==> src/rtl/frp_pkg.sv <==
package frp_pkg;

  typedef enum logic [1:0] {
    LANE_X1 = 2'd0,
    LANE_X2 = 2'd1,
    LANE_X4 = 2'd2
  } lane_e;

  typedef enum logic [1:0] {
    ST_IDLE = 2'd0,
    ST_XFER = 2'd1,
    ST_EVAL = 2'd2,
    ST_GAP  = 2'd3
  } poll_st_e;

  // beats (sck rising edges) needed to move one byte
  function automatic logic [4:0] beats_per_byte(input logic [1:0] mode);
    case (mode)
      2'd1:    beats_per_byte = 5'd4;
      2'd2:    beats_per_byte = 5'd2;
      default: beats_per_byte = 5'd8;
    endcase
  endfunction

  function automatic logic [3:0] lane_mask(input logic [1:0] mode);
    case (mode)
      2'd1:    lane_mask = 4'b0011;
      2'd2:    lane_mask = 4'b1111;
      default: lane_mask = 4'b0001;
    endcase
  endfunction

endpackage

==> src/rtl/frp_sclk_gen.sv <==
module frp_sclk_gen #(
  parameter int DIV = 2
) (
  input  logic clk,
  input  logic rst_n,
  input  logic run,
  output logic sck,
  output logic rise,
  output logic fall
);
  localparam int CW = (DIV > 1) ? $clog2(DIV) : 1;

  logic [CW-1:0] cnt_q, cnt_d;
  logic          sck_q, sck_d;
  logic          tick;

  assign tick = run && (cnt_q == CW'(DIV - 1));
  assign rise = tick && !sck_q;
  assign fall = tick && sck_q;
  assign sck  = sck_q;

  always_comb begin
    cnt_d = cnt_q;
    sck_d = sck_q;
    if (!run) begin
      cnt_d = '0;
      sck_d = 1'b0;
    end else if (tick) begin
      cnt_d = '0;
      sck_d = !sck_q;
    end else begin
      cnt_d = cnt_q + 1'b1;
    end
  end

  always_ff @(posedge clk or negedge rst_n) begin
    if (!rst_n) begin
      cnt_q <= '0;
      sck_q <= 1'b0;
    end else begin
      cnt_q <= cnt_d;
      sck_q <= sck_d;
    end
  end
endmodule

==> src/rtl/frp_lane_shifter.sv <==
module frp_lane_shifter #(
  parameter logic [7:0] OPCODE = 8'h70
) (
  input  logic       clk,
  input  logic       rst_n,
  input  logic       load,
  input  logic [1:0] mode,
  input  logic       shift_out,
  input  logic       shift_in,
  input  logic [3:0] dq_in,
  output logic [3:0] lanes_out,
  output logic [7:0] rx_byte
);
  logic [7:0] tx_q, tx_d;
  logic [7:0] rx_q, rx_d;

  always_comb begin
    case (mode)
      2'd1:    lanes_out = {2'b00, tx_q[7:6]};
      2'd2:    lanes_out = tx_q[7:4];
      default: lanes_out = {3'b000, tx_q[7]};
    endcase
  end

  always_comb begin
    tx_d = tx_q;
    rx_d = rx_q;
    if (load) begin
      tx_d = OPCODE;
      rx_d = '0;
    end else begin
      if (shift_out) begin
        case (mode)
          2'd1:    tx_d = {tx_q[5:0], 2'b00};
          2'd2:    tx_d = {tx_q[3:0], 4'b0000};
          default: tx_d = {tx_q[6:0], 1'b0};
        endcase
      end
      if (shift_in) begin
        case (mode)
          2'd1:    rx_d = {rx_q[5:0], dq_in[1:0]};
          2'd2:    rx_d = {rx_q[3:0], dq_in[3:0]};
          default: rx_d = {rx_q[6:0], dq_in[1]};
        endcase
      end
    end
  end

  always_ff @(posedge clk or negedge rst_n) begin
    if (!rst_n) begin
      tx_q <= '0;
      rx_q <= '0;
    end else begin
      tx_q <= tx_d;
      rx_q <= rx_d;
    end
  end

  assign rx_byte = rx_q;
endmodule

==> src/rtl/flash_ready_poller.sv <==
module flash_ready_poller
  import frp_pkg::*;
#(
  parameter int         DIV    = 2,
  parameter int         GAP_W  = 8,
  parameter int         POLL_W = 16,
  parameter logic [7:0] OPCODE = 8'h70
) (
  input  logic              clk,
  input  logic              rst_n,
  input  logic              start,
  input  logic [1:0]        lane_mode,
  input  logic              two_die,
  input  logic [GAP_W-1:0]  gap_clks,
  input  logic [POLL_W-1:0] poll_limit,
  input  logic [3:0]        dq_in,
  output logic              sck,
  output logic              cs_n,
  output logic [3:0]        dq_out,
  output logic [3:0]        dq_oe,
  output logic              busy,
  output logic              done,
  output logic              timeout,
  output logic [7:0]        flag_byte
);
  poll_st_e          st_q, st_d;
  logic [1:0]        mode_q, mode_d;
  logic              two_q, two_d;
  logic [GAP_W-1:0]  gap_q, gap_d, gcnt_q, gcnt_d;
  logic [POLL_W-1:0] lim_q, lim_d, pcnt_q, pcnt_d;
  logic [1:0]        rdy_q, rdy_d;
  logic [4:0]        beat_q, beat_d;
  logic              oe_q, oe_d;
  logic              done_q, done_d, to_q, to_d;
  logic [7:0]        flag_q, flag_d;

  logic       run, s_rise, s_fall;
  logic       load;
  logic [3:0] lanes_out;
  logic [7:0] rx_byte;
  logic [4:0] nb;

  assign nb  = beats_per_byte(mode_q);
  assign run = (st_q == ST_XFER);

  frp_sclk_gen #(.DIV(DIV)) u_clk (
    .clk  (clk),
    .rst_n(rst_n),
    .run  (run),
    .sck  (sck),
    .rise (s_rise),
    .fall (s_fall)
  );

  frp_lane_shifter #(.OPCODE(OPCODE)) u_shift (
    .clk      (clk),
    .rst_n    (rst_n),
    .load     (load),
    .mode     (mode_q),
    .shift_out(s_fall && (beat_q < nb)),
    .shift_in (s_rise && (beat_q >= nb)),
    .dq_in    (dq_in),
    .lanes_out(lanes_out),
    .rx_byte  (rx_byte)
  );

  // evaluation of the byte just received
  logic              is_ready, finished, limit_hit;
  logic [1:0]        rdy_next;
  logic [POLL_W-1:0] pcnt_inc;

  always_comb begin
    is_ready  = rx_byte[7];
    rdy_next  = is_ready ? (rdy_q + 2'd1) : 2'd0;
    finished  = is_ready && (rdy_next >= (two_q ? 2'd2 : 2'd1));
    pcnt_inc  = pcnt_q + 1'b1;
    limit_hit = (lim_q != '0) && (pcnt_inc >= lim_q);
  end

  always_comb begin
    st_d   = st_q;
    mode_d = mode_q;
    two_d  = two_q;
    gap_d  = gap_q;
    lim_d  = lim_q;
    gcnt_d = gcnt_q;
    pcnt_d = pcnt_q;
    rdy_d  = rdy_q;
    beat_d = beat_q;
    oe_d   = oe_q;
    done_d = done_q;
    to_d   = to_q;
    flag_d = flag_q;
    load   = 1'b0;
    case (st_q)
      ST_IDLE: begin
        if (start) begin
          mode_d = (lane_mode == 2'd3) ? 2'd0 : lane_mode;
          two_d  = two_die;
          gap_d  = gap_clks;
          lim_d  = poll_limit;
          pcnt_d = '0;
          rdy_d  = '0;
          done_d = 1'b0;
          to_d   = 1'b0;
          beat_d = '0;
          oe_d   = 1'b1;
          load   = 1'b1;
          st_d   = ST_XFER;
        end
      end
      ST_XFER: begin
        if (s_rise) beat_d = beat_q + 5'd1;
        if (s_fall && (beat_q == nb)) oe_d = 1'b0;
        if (s_fall && (beat_q == (nb << 1))) st_d = ST_EVAL;
      end
      ST_EVAL: begin
        flag_d = rx_byte;
        pcnt_d = pcnt_inc;
        rdy_d  = rdy_next;
        gcnt_d = '0;
        if (finished) begin
          done_d = 1'b1;
          st_d   = ST_IDLE;
        end else if (limit_hit) begin
          to_d = 1'b1;
          st_d = ST_IDLE;
        end else begin
          st_d = ST_GAP;
        end
      end
      default: begin
        gcnt_d = gcnt_q + 1'b1;
        if ((gcnt_q + 1'b1) >= gap_q) begin
          beat_d = '0;
          oe_d   = 1'b1;
          load   = 1'b1;
          st_d   = ST_XFER;
        end
      end
    endcase
  end

  always_ff @(posedge clk or negedge rst_n) begin
    if (!rst_n) begin
      st_q   <= ST_IDLE;
      mode_q <= '0;
      two_q  <= 1'b0;
      gap_q  <= '0;
      lim_q  <= '0;
      gcnt_q <= '0;
      pcnt_q <= '0;
      rdy_q  <= '0;
      beat_q <= '0;
      oe_q   <= 1'b0;
      done_q <= 1'b0;
      to_q   <= 1'b0;
      flag_q <= '0;
    end else begin
      st_q   <= st_d;
      mode_q <= mode_d;
      two_q  <= two_d;
      gap_q  <= gap_d;
      lim_q  <= lim_d;
      gcnt_q <= gcnt_d;
      pcnt_q <= pcnt_d;
      rdy_q  <= rdy_d;
      beat_q <= beat_d;
      oe_q   <= oe_d;
      done_q <= done_d;
      to_q   <= to_d;
      flag_q <= flag_d;
    end
  end

  assign cs_n      = !run;
  assign dq_oe     = oe_q ? lane_mask(mode_q) : 4'b0000;
  assign dq_out    = oe_q ? lanes_out : 4'b0000;
  assign busy      = (st_q != ST_IDLE);
  assign done      = done_q;
  assign timeout   = to_q;
  assign flag_byte = flag_q;
endmodule

==> config.mk <==
export PLATFORM = sky130hd
export DESIGN_NAME = flash_ready_poller
export DESIGN_NICKNAME = d
export VERILOG_FILES = /design/src/rtl/frp_pkg.sv /design/src/rtl/frp_sclk_gen.sv /design/src/rtl/frp_lane_shifter.sv /design/src/rtl/flash_ready_poller.sv
export SDC_FILE = /design/constraint.sdc
export NUM_CORES = 1
export LEC_CHECK = 0
export BUFFER_PORTS_ARGS = -buffer_cell sky130_fd_sc_hd__buf_2
export CAP_MARGIN = 25
export CORE_UTILIZATION = 50
export CTS_BUF_LIST = sky130_fd_sc_hd__clkbuf_8 sky130_fd_sc_hd__clkbuf_16
export DETAILED_ROUTE_END_ITERATION = 8
export PLACE_DENSITY = 0.83
export SYNTH_ARGS = -nofsm -noshare
export SYNTH_HDL_FRONTEND = slang
export SYNTH_SLANG_ARGS = --single-unit
export TNS_END_PERCENT = 1
==> constraint.sdc <==
create_clock -name clk -period 2.9 [get_ports clk]
set_input_delay 0.58 -clock clk [delete_from_list [all_inputs] [get_ports clk]]
set_output_delay 0.58 -clock clk [all_outputs]
set_load 0.01 [all_outputs]
==> impl_metrics.tcl <==
set metrics [dict create \
    outcome "finished clean" \
    drv_slew 0 \
    worstSkewPairLatency_ns 0.37 \
    overflow 0 \
    worst_slack_ns 0.0198 \
    synth_top_area_share_pct 42.4 \
    grt_usage_pct 22.1 \
    dieArea_um2 10400 \
    drt_wl_total_um 11400 \
    wl_met2_um 5740 \
    cp-end-kind "flip-flop" \
    p_total_uw 5470 \
    fill_cells 779 \
    synth-edff-count 0 \
    power_density_nw_per_um2 944 \
    final_nets 626 \
    grt_first_pass_wirelength_um 17800 \
    cts_tree "built" \
    synth_area_per_cell_um2 10.2 \
    placement_rows 36 \
    synth-main-ff-cell "dfrtp_1" \
    diodes 0 \
    synth_cells 491 \
    placed_cells 669 \
    reg2reg_depth 10 \
    cts_inserted_buffers 9 \
    synth_fp_nets 564 \
    max_stage_delay_ns 0.42 \
    grt_pass1_vias 3827 \
    die_h_um 102 \
    setup_violations 0 \
    wl_met1_um 4790 \
    htree_num_levels 3 \
    firstDrtPassIters 5 \
    hold_buffers 0 \
    path_buf_inv 0 \
    grt_max_degree 53 \
    wl_per_cell_um 16.5 \
    crit_path_start_kind "flip-flop" \
    hold_viol_final 0 \
    antenna_left 0 \
    crit_arrival_ns 3.16 \
    syn2layout_area_growth_pct 15.4 \
    seq_area_frac_synth_pct 42.4 \
    met3_wirelength_um 488 \
    rsz0062_at_grt "yes" \
    viasPerCell 5.72 \
    synth_top_area_cell "dfrtp_1" \
    clock-sinks 85 \
    num_vias 3950 \
    drc 0 \
    path_depth 10 \
    path_max_fanout 6 \
    io_pins 55 \
    root_buffer "clkbuf_8" \
    yosys.cell_count.top_type "dfrtp_1" \
    ir_worst_vdd_v 0.000513 \
    min_path_type "in -> async" \
    fp.dieW_um 102 \
    final.period_utilization_pct 99.3 \
    critPathRequiredTime_ns 3.18 \
    port_buffers 54 \
    drive_gt1_share_pct 27.6 \
    cp_top_family "compound AO/OA/AOI/OAI gates" \
    p_leak_uw 0.00283 \
    synth_warnings 0 \
    synth_common_cells "85 x dfrtp_1, 39 x ha_1, 36 x inv_1, 35 x nand2_1, 34 x mux2_2" \
    slew_headroom_pct 45.2 \
    timing.max_cap.violations 0 \
    critPathKind "reg -> reg" \
    synth-seq-cells 85 \
    finClkSkew_ns 0.0175 \
    antenna_found_initial 0 \
    initial_core_util_pct 51.6 \
    place_ws_ns -0.00620 \
    place_hpwl_um 7890 \
    max_freq_ghz 0.347 \
    crit_chain "and4_1 -> and4_4 -> nand3_1 -> xnor2_1 -> ha_1 -> a21oi_1 -> a21oi_1 -> o41ai_2 -> nand3_1 -> a31oi_1" \
    drtIter0Drc 218 \
    synthTopCellsByArea "dfrtp_1 42%, ha_1 9.7%, mux2_2 7.6%" \
    clk_path_buf_depth 2 \
    stdcell_count 691 \
    clkTransAtPathRegs_ns 0.09 \
    route.top_layer_used "met4" \
    core_um2 9730 \
    period_minus_slack_ns 2.88 \
    place_congestion 0.916 \
    tightest_slew_ns 0.817 \
    syn_area_um2 5020 \
    crit_path_top_delay_cell "dfrtp_1" \
    ys_types 56 \
    async_flop_share_pct 100 \
]
sequential cells by signal, indices dropped and copies added, names as in the netlist:
name	flops
u_shift.tx_q	4
rdy_q	2
st_q	2
flag_byte	8
u_shift.rx_byte	8
beat_q	5
mode_q	2
done	1
oe_q	1
gap_q	8
pcnt_q	16
timeout	1
lim_q	16
gcnt_q	8
u_clk.cnt_q	1
u_clk.sck	1
two_q	1
power by group:
group / leakage [uW] / total (uW) / switching (uW) / internal [uW]
clock: 0.000103 / 882 / 455 / 428
sequential: 0.00109 / 1900 / 356 / 1550
combinational: 0.00164 / 2690 / 1500 / 1190
total: 0.00283 / 5470 / 2310 / 3160
worst register-to-register path, delay by kind of cell, from the launching register on:
| family | cells | cell delay (ns) |
|---|---|---|
| adder cells (fa/ha/maj) | 1 | 0.31 |
| flip-flops | 1 | 0.42 |
| XOR/XNOR | 1 | 0.24 |
| AND/OR/NAND/NOR | 4 | 0.83 |
| AO/OA/AOI/OAI | 4 | 1.00 |
path summary, 6_finish.rpt:
check,startpoint,end,slack (ns)
max,pcnt_q[3],st_q[1],0.02
min,rst_n,u_shift.rx_byte[4],0.23
max reg2reg,pcnt_q[3],st_q[1],0.02
min reg2reg,flag_byte[1],flag_byte[1],0.51
max in group asynchronous,rst_n,pcnt_q[9],1.96
min in group clk,poll_limit[5],lim_q[5],0.44
cell usage in the layout, fill, tap and decap left out, drive strengths merged, types with 4 or more instances in the layout:
cell type	instances
dfrtp	85
buf	72
ha	39
inv	39
o21ai	36
nand2	35
mux2	35
nor2	29
a21oi	20
nand3	15
xor2	14
and3	13
a22o	12
xnor2	11
clkbuf	10
nand2b	9
a22oi	8
nand4	8
mux2i	7
nor2b	6
nor3	6
a31oi	6
a21o	5
nor4	5
o31ai	4
and2	4
what timing repair did:
item,CTS,global route
setup endpoints to repair,2,8
resized for setup,0,18
pin swaps,3,6
buffers inserted,0,6
kinds of logic (layout without fill, tap and decap cells):
kind of cell,count (synthesis),in the layout,share of synthesized area (%)
buffers and inverters,58,125,4.74
multiplexers,42,42,9.32
flip-flops,85,85,42.4
AND/OR/NAND/NOR,136,136,14.2
adder cells (fa/ha/maj),39,39,9.72
XOR/XNOR,25,25,4.36
AO/OA/AOI/OAI,106,106,15.3
area by class of cell:
class	count	area, um^2	share of cell area [%]
Clock buffer	10	138	2.38
Clock inverter	6	68.8	1.19
Inverter	37	139	2.40
Multi-Input combinational cell	348	2750	47.4
Sequential cell	85	2130	36.7
Tap cell	133	166	2.87
Timing Repair Buffer	72	408	7.04
layer usage:
layer | global-route usage [%] | up-vias
li1 | - | 1861
met1 | 27.2 | 1923
met2 | 37.4 | 132
met3 | 4.72 | 34
met4 | 9.67 | 0
met5 | 0 | -
metrics by stage:
stage | area (um^2) | hold WS (ns) | setup TNS, ns | util (%)
floorplan | 5020 | 0.284 | 0 | -
global placement | 5450 | 0.487 | 0 | 56.0
detailed placement | 5450 | 0.493 | -0.00620 | 56.0
CTS | 5660 | 0.262 | 0 | 58.1
global route | 5790 | 0.278 | -0.281 | 59.5
finish | 5790 | 0.228 | 0 | 59.5
No activity file was read; power rests on OpenSTA's default activity.
